**config.mk**
```make
export PLATFORM = sky130hd
export DESIGN_NAME = mpr_region
export DESIGN_NICKNAME = d
export VERILOG_FILES = /design/src/rtl/mpr_pkg.sv /design/src/rtl/mpr_addr_decode.sv /design/src/rtl/mpr_scu_regs.sv /design/src/rtl/mpr_region.sv
export SDC_FILE = /design/constraint.sdc
export NUM_CORES = 1
export LEC_CHECK = 0
export ABC_AREA = 0
export BUFFER_PORTS_ARGS = -buffer_cell sky130_fd_sc_hd__buf_2
export CORE_MARGIN = 3
export CORE_UTILIZATION = 24
export CTS_CLUSTER_SIZE = 10
export DETAILED_ROUTE_END_ITERATION = 8
export MAX_ROUTING_LAYER = met4
export PLACE_DENSITY_LB_ADDON = 0.1
export SYNTH_ARGS = -nofsm -noshare
export SYNTH_HDL_FRONTEND = slang
export SYNTH_SLANG_ARGS = --single-unit
```
**constraint.sdc**
```tcl
create_clock -name clk -period 1.2 [get_ports clk]
set_input_delay 0.24 -clock clk [delete_from_list [all_inputs] [get_ports clk]]
set_output_delay 0.24 -clock clk [all_outputs]
set_load 0.005 [all_outputs]
```
**src/rtl/mpr_pkg.sv**
```systemverilog
package mpr_pkg;
    localparam int ADDR_W = 13;
    localparam int DATA_W = 32;
    localparam int IDX_W  = 6;

    typedef struct packed {
        logic              en;
        logic [DATA_W-1:0] rdata;
        logic              err;
    } scu_state_t;
endpackage

```
**src/rtl/mpr_addr_decode.sv**
```systemverilog
module mpr_addr_decode #(
    parameter int NCPU = 4
) (
    input  logic [mpr_pkg::ADDR_W-1:0] addr,
    input  logic                       access,
    output logic                       hit_scu,
    output logic [NCPU:0]              sel_cpuif,
    output logic [NCPU:0]              sel_timer,
    output logic [NCPU:0]              sel_wdog,
    output logic                       sel_dist
);
    localparam logic [3:0] CPUIF_BASE = 4'h1;
    localparam logic [3:0] TIMER_BASE = 4'h6;

    logic       low_half;
    logic [3:0] page;
    logic [2:0] sub;

    assign low_half = ~addr[12];
    assign page     = addr[11:8];
    assign sub      = addr[7:5];
    assign hit_scu  = access && low_half && (page == 4'h0);
    assign sel_dist = access && addr[12];

    for (genvar k = 0; k <= NCPU; k++) begin : g_slot
        localparam logic [3:0] CP = CPUIF_BASE + 4'(k);
        localparam logic [3:0] TP = TIMER_BASE + 4'(k);
        assign sel_cpuif[k] = access && low_half && (page == CP);
        assign sel_timer[k] = access && low_half && (page == TP) && (sub == 3'd0);
        assign sel_wdog[k]  = access && low_half && (page == TP) && (sub == 3'd1);
    end
endmodule

```
**src/rtl/mpr_scu_regs.sv**
```systemverilog
module mpr_scu_regs #(
    parameter int NCPU = 4
) (
    input  logic                              clk,
    input  logic                              rst_n,
    input  logic                              hit,
    input  logic                              we,
    input  logic                              re,
    input  logic [mpr_pkg::IDX_W-1:0]         idx,
    input  logic [mpr_pkg::DATA_W-1:0]        wdata,
    output logic [mpr_pkg::DATA_W-1:0]        rdata,
    output logic                              err
);
    import mpr_pkg::*;

    localparam logic [DATA_W-1:0] CPU_MASK = DATA_W'((1 << NCPU) - 1);
    localparam logic [DATA_W-1:0] CFG_WORD = (CPU_MASK << 4) | DATA_W'(NCPU - 1);
    localparam logic [IDX_W-1:0]  IDX_EN   = 6'd0;
    localparam logic [IDX_W-1:0]  IDX_CFG  = 6'd1;
    localparam logic [IDX_W-1:0]  IDX_LAST = 6'd3;

    scu_state_t st_d, st_q;

    always_comb begin
        st_d       = st_q;
        st_d.rdata = '0;
        st_d.err   = hit && (we || re) && (idx > IDX_LAST);
        if (hit && we && idx == IDX_EN) begin
            st_d.en = wdata[0];
        end
        if (hit && re) begin
            case (idx)
                IDX_EN:  st_d.rdata = {{(DATA_W-1){1'b0}}, st_q.en};
                IDX_CFG: st_d.rdata = CFG_WORD;
                default: st_d.rdata = '0;
            endcase
        end
    end

    always_ff @(posedge clk) begin
        if (!rst_n) begin
            st_q <= '0;
        end else begin
            st_q <= st_d;
        end
    end

    assign rdata = st_q.rdata;
    assign err   = st_q.err;

    a_r3_en_kept: assert property (@(posedge clk) disable iff (!rst_n)
        (hit && we && idx != IDX_EN) |=> (st_q.en == $past(st_q.en)));
    a_r4_err_cause: assert property (@(posedge clk) disable iff (!rst_n)
        $rose(err) |-> $past(hit && (we || re)));
    a_r5_idle_zero: assert property (@(posedge clk) disable iff (!rst_n)
        !$past(hit && re) |-> (rdata == '0));
    a_r1_upper_zero: assert property (@(posedge clk) disable iff (!rst_n)
        ($past(hit && re && idx == IDX_EN)) |-> (rdata[DATA_W-1:1] == '0));
endmodule

```
**src/rtl/mpr_region.sv**
```systemverilog
module mpr_region #(
    parameter int NCPU = 4
) (
    input  logic                        clk,
    input  logic                        rst_n,
    input  logic [12:0]                 addr,
    input  logic [31:0]                 wdata,
    input  logic                        we,
    input  logic                        re,
    output logic [31:0]                 rdata,
    output logic                        err,
    output logic [NCPU:0]               sel_cpuif,
    output logic [NCPU:0]               sel_timer,
    output logic [NCPU:0]               sel_wdog,
    output logic                        sel_dist
);
    import mpr_pkg::*;

    logic access;
    logic hit_scu;

    assign access = we || re;

    mpr_addr_decode #(.NCPU(NCPU)) u_dec (
        .addr      (addr),
        .access    (access),
        .hit_scu   (hit_scu),
        .sel_cpuif (sel_cpuif),
        .sel_timer (sel_timer),
        .sel_wdog  (sel_wdog),
        .sel_dist  (sel_dist)
    );

    mpr_scu_regs #(.NCPU(NCPU)) u_scu (
        .clk   (clk),
        .rst_n (rst_n),
        .hit   (hit_scu),
        .we    (we),
        .re    (re),
        .idx   (addr[7:2]),
        .wdata (wdata),
        .rdata (rdata),
        .err   (err)
    );

    a_r9_onehot_sel: assert property (@(posedge clk) disable iff (!rst_n)
        $onehot0({sel_cpuif, sel_timer, sel_wdog, sel_dist, hit_scu}));
    a_r9_idle_quiet: assert property (@(posedge clk) disable iff (!rst_n)
        !access |-> ({sel_cpuif, sel_timer, sel_wdog, sel_dist} == '0));
    a_r8_dist_upper: assert property (@(posedge clk) disable iff (!rst_n)
        sel_dist |-> addr[12]);
    a_r7_timer_low: assert property (@(posedge clk) disable iff (!rst_n)
        (sel_timer != '0 || sel_wdog != '0) |-> (!addr[12] && addr[7:6] == 2'b00));
endmodule

```
; Word-level counts from Yosys, hierarchy flattened
; Index checks and enable logic that the tools add are counted.
[totals]
regBits = 34
out_inout_bits = 49
[op_classes]
n_lt_le_gt_ge = 1
eq_ne = 12
n_mux = 1
bitwise = 1
reduce_logical = 33
[ops]
columns = cell, count
row1 = $logic_and A1 B1 Y1, 28
row2 = $eq A4 B3 Y1 const B, 4
row3 = $pmux W8 S2, 1
row4 = $eq A4 B4 Y1 const B, 3
row5 = $eq A4 B2 Y1 const B, 2
row6 = $eq A6 B1 Y1 const B, 1
row7 = $gt A6 B2 Y1 const B, 1
row8 = $logic_not A6 Y1, 1
row9 = $eq A4 B1 Y1 const B, 1
row10 = $logic_not A4 Y1, 1
row11 = $eq A3 B1 Y1 const B, 1
row12 = $logic_not A3 Y1, 1
row13 = $reduce_and A2 Y1, 1
row14 = $logic_or A1 B1 Y1, 1
row15 = $not A1 Y1, 1

; Depth between registers and ports, before layout
[logic_depth]
word_depth = 5
depth_mapped = 4
ltp_nobuf = 4

; Hierarchy
; A second synthesis with hierarchy kept.
[unflattened]
hier_cells = 74
hier_area_um2 = 586.8
[modules_own_cells]
columns = mod, n_inst, cells_per_inst, area_per_inst_um2, seq_area_each_um2
row1 = mpr_scu_regs, 1, 48, 415.4, 80.1
row2 = mpr_addr_decode, 1, 25, 165.2, 0.0
row3 = mpr_region, 1, 1, 6.3, 0.0

; Least setup slack after synthesis
; No wires, ideal clock.
[synth_timing]
path_kind = input-to-reg
startpoint = input port addr[8]
endpoint = register u_scu.st_q, in the netlist u_scu.rdata[6]
setup_time_ns = 0.059
arrival_ns = 1.140
setup_slack_ns = 0.001
cell_stages = 4
n_path_buf = 0
path_cell_list = or3_1 nor4_2 and4_1 and2_1
[synth_between]
elab_chain_len = 4
[synth_lines]
columns = element, line_no
row1 = from (decl), mpr_region.sv:6  ; input logic [12:0] addr,
row2 = $logic_not A4 Y1, mpr_addr_decode.sv:22  ; assign hit_scu = access && low_half && (page == 4'h0);
row3 = $logic_and A1 B1 Y1, mpr_addr_decode.sv:22
row4 = $logic_and A1 B1 Y1, mpr_scu_regs.sv:31  ; if (hit && re) begin
row5 = $reduce_and A2 Y1 (no line), -
row6 = to (signal assigned), mpr_scu_regs.sv:44  ; st_q <= st_d;
row7 = to (decl), mpr_scu_regs.sv:22  ; scu_state_t st_d, st_q;
; Every way passes these cells.
; A chain may end at the register's enable or synchronous reset.

; Final worst setup path
[layout_timing]
startpoint = input port addr[9]
endpoint = output port sel_timer[2]
[layout_between]
elab_chain_len = 3
[layout_lines]
columns = element, line_no
row1 = $eq A4 B4 Y1, mpr_addr_decode.sv:29  ; assign sel_timer[k] = access && low_half && (page == TP) && (sub == 3'd0);
row2 = $logic_and A1 B1 Y1 (2 in series), mpr_addr_decode.sv:29
row3 = to (decl), mpr_region.sv:13  ; output logic [NCPU:0] sel_timer,
; Every way passes these cells.

==> impl_metrics.ini <==
[cts]
cts_tree = done
cts.clk_slew.worst_paths_ps = 40
h-tree-depth = 1
clock_path_buffers = 2
numClockSinks = 4
numCtsBuffers = 3
ctsRootBufferMaster = clkbuf_4
clk_latency_ps = 230

[sta]
fmax_ghz = 0.745
maxSlewViolCount = 0
setup_viol = 15
min_period_over_period_pct = 112
rsz0062_at_grt = yes
setup_ws_ps = -142
skew_ps = 4.04
fin_crit_ps = 1340
fin_hold_ws_ps = 238
hold_viol = 0

[floorplan]
start_util_pct = 26.9
pin_count = 98
core_um2 = 2080
die_area_um2 = 2950
die_h_um = 54.3
row_count = 16
fp.dieW_um = 54.3

[global_routing]
grt_max_degree = 7
antenna_found_initial = 0
grt_pass1_wl_um = 2240
grtUsageTotal_pct = 10.6
grt_pass1_vias = 561
overflow = 0

[yosys]
synth_top_area_cell = buf_4
syn_area_per_cell_um2 = 7.01
syn_area_um2 = 561
ys_seq_area_share_pct = 14.3
synth_top_area_share_pct = 42.9
synth_cell_types = 20
ys_warn_count = 0
synth_seq_cells = 4
yosys-top-cells-area = buf_4 43%, dfxtp_1 14%, nor2_1 10%, nor3_1 4.5%, nand3_1 2.7%
synthCells = 80

[power_and_ir_drop]
ir_worst_vdd_mv = 0.249
powerDensity_nw_per_um2 = 514
leakage_nw = 0.518

[critical_path]
startpoint_type = primary input
end_kind = output port
crit_arrival_ps = 1100
path_cells = buf_6 -> or4_4 -> nor2_2 -> buf_2
crit_slowest_cell = or4_4
required_ps = 960
worstSetupPathType = primary input to output port
path_max_fanout = 3
critPathMaxStageDelay_ps = 560

[finish]
area_growth_syn_to_layout_pct = 69.2
antenna_cells = 0
drive_above_1_share_pct = 58.6
utilization_pct = 45.6
final_net_count = 184

[outcome]
failed_checks = setup timing
status = finished with violations

[route]
vias = 639
drt_iter0_drc = 4
first_pass_iters = 3
post_drt_wl_per_cell_um = 9.77
drc = 0
via_per_inst = 3.99
ant_nets = 0
routed_wirelength_um = 1560

[place]
place_congestion = 0.735
dp_hpwl_um = 1270
port_buffers = 38

[min_path]
hp-class = primary input to flip-flop

[job]
max_cap_viol_count = 0
==> synth_stat cells <==
cell type	count
and2b_1	1
nand3_1	3
o21a_1	1
nand3b_1	2
nand2b_1	1
dfxtp_1	4
and2_1	1
nor2b_1	2
nor4_2	1
nand2_1	4
mux2i_1	1
buf_4	32
or3_1	2
nor3_1	5
nand4b_1	1
and4_1	1
or4_1	1
conb_1	1
o211a_1	1
nor2_1	15
==> final cells by class <==
type	instances	area [um^2]
well taps	27	33.8
clock buffers	3	22.5
repair buffers	57	384
multi-input cells	69	428
flip-flops and latches	4	80.1
fillers	226	1130
==> report_power, final <==
group / internal [mW] / switching [mW] / total [mW]
combinational: 0.0964 / 0.0913 / 0.188
sequential: 0.134 / 0.0000581 / 0.134
clock: 0.112 / 0.0536 / 0.165
total: 0.342 / 0.145 / 0.487
==> what timing repair did <==
item,CTS,global route
resized for setup,24,10
hold buffers,0,0
setup endpoints to repair,17,18
pin swaps,16,8
buffers inserted,3,3
==> stage by stage <==
step	cells	instance area [um^2]	power (mW)	setup slack, ps	TNS [ps]
4_1_cts	157	890	0.481	-132	-521
6_report	160	948	0.487	-142	-1140
2_1_floorplan	105	654	0.243	0.960	0
3_5_place_dp	151	736	0.260	-263	-3000
5_1_grt	160	948	0.524	-209	-1950
3_3_place_gp	151	736	0.259	-245	-2800
==> cells by family (layout without fill, tap and decap cells) <==
group	Yosys count	after routing	synth area share [%]
compound gates	2	2	3.13
buf+inv	32	60	42.9
flops	4	4	14.3
mux	1	1	1.79
other cells	1	26	0.669
simple gates	40	40	37.3
==> worst max-delay path: cells and delay by family <==
family	cells	cell delay [ps]
buf+inv	2	200
simple gates	2	660
==> per-layer routing <==
metal  track usage, %  wire length [um]
met1             11.8               574
met2             18.1               828
met4             6.22                 6
met3             1.36               153
met5                -                 0
==> cell usage in the layout, fill, tap and decap left out <==
master and instances:
and2_1 1, and2b_1 1, and4_1 1, buf_2 31, buf_4 17, buf_6 9
clkbuf_4 3, conb_1 26, dfxtp_1 4, mux2i_1 1, nand2_1 2, nand2_2 2
nand2b_1 1, nand3_2 3, nand3b_1 2, nand4b_1 1, nor2_1 8, nor2_2 4
nor2_4 3, nor2b_1 1, nor2b_4 1, nor3_1 2, nor3_2 2, nor3_4 1
nor4_4 1, o211a_1 1, o21a_1 1, or3_1 2, or4_4 1
==> path summary, 6_finish.rpt <==
check	start	to	slack, ps	cells past startpoint
worst min register to register	u_scu.st_q[33]	u_scu.st_q[33]	460	2
worst max register to register	u_scu.st_q[33]	u_scu.rdata[0]	620	1
worst max-delay path	addr[9]	sel_timer[2]	-140	4
worst min-delay path	addr[2]	u_scu.rdata[0]	240	2
==> state kept, by name, summed over array words and instances, names as in the netlist <==
register	count
u_scu.rdata	2
u_scu.err	1
u_scu.st_q	1
No activity file was read; power rests on OpenSTA's default activity.
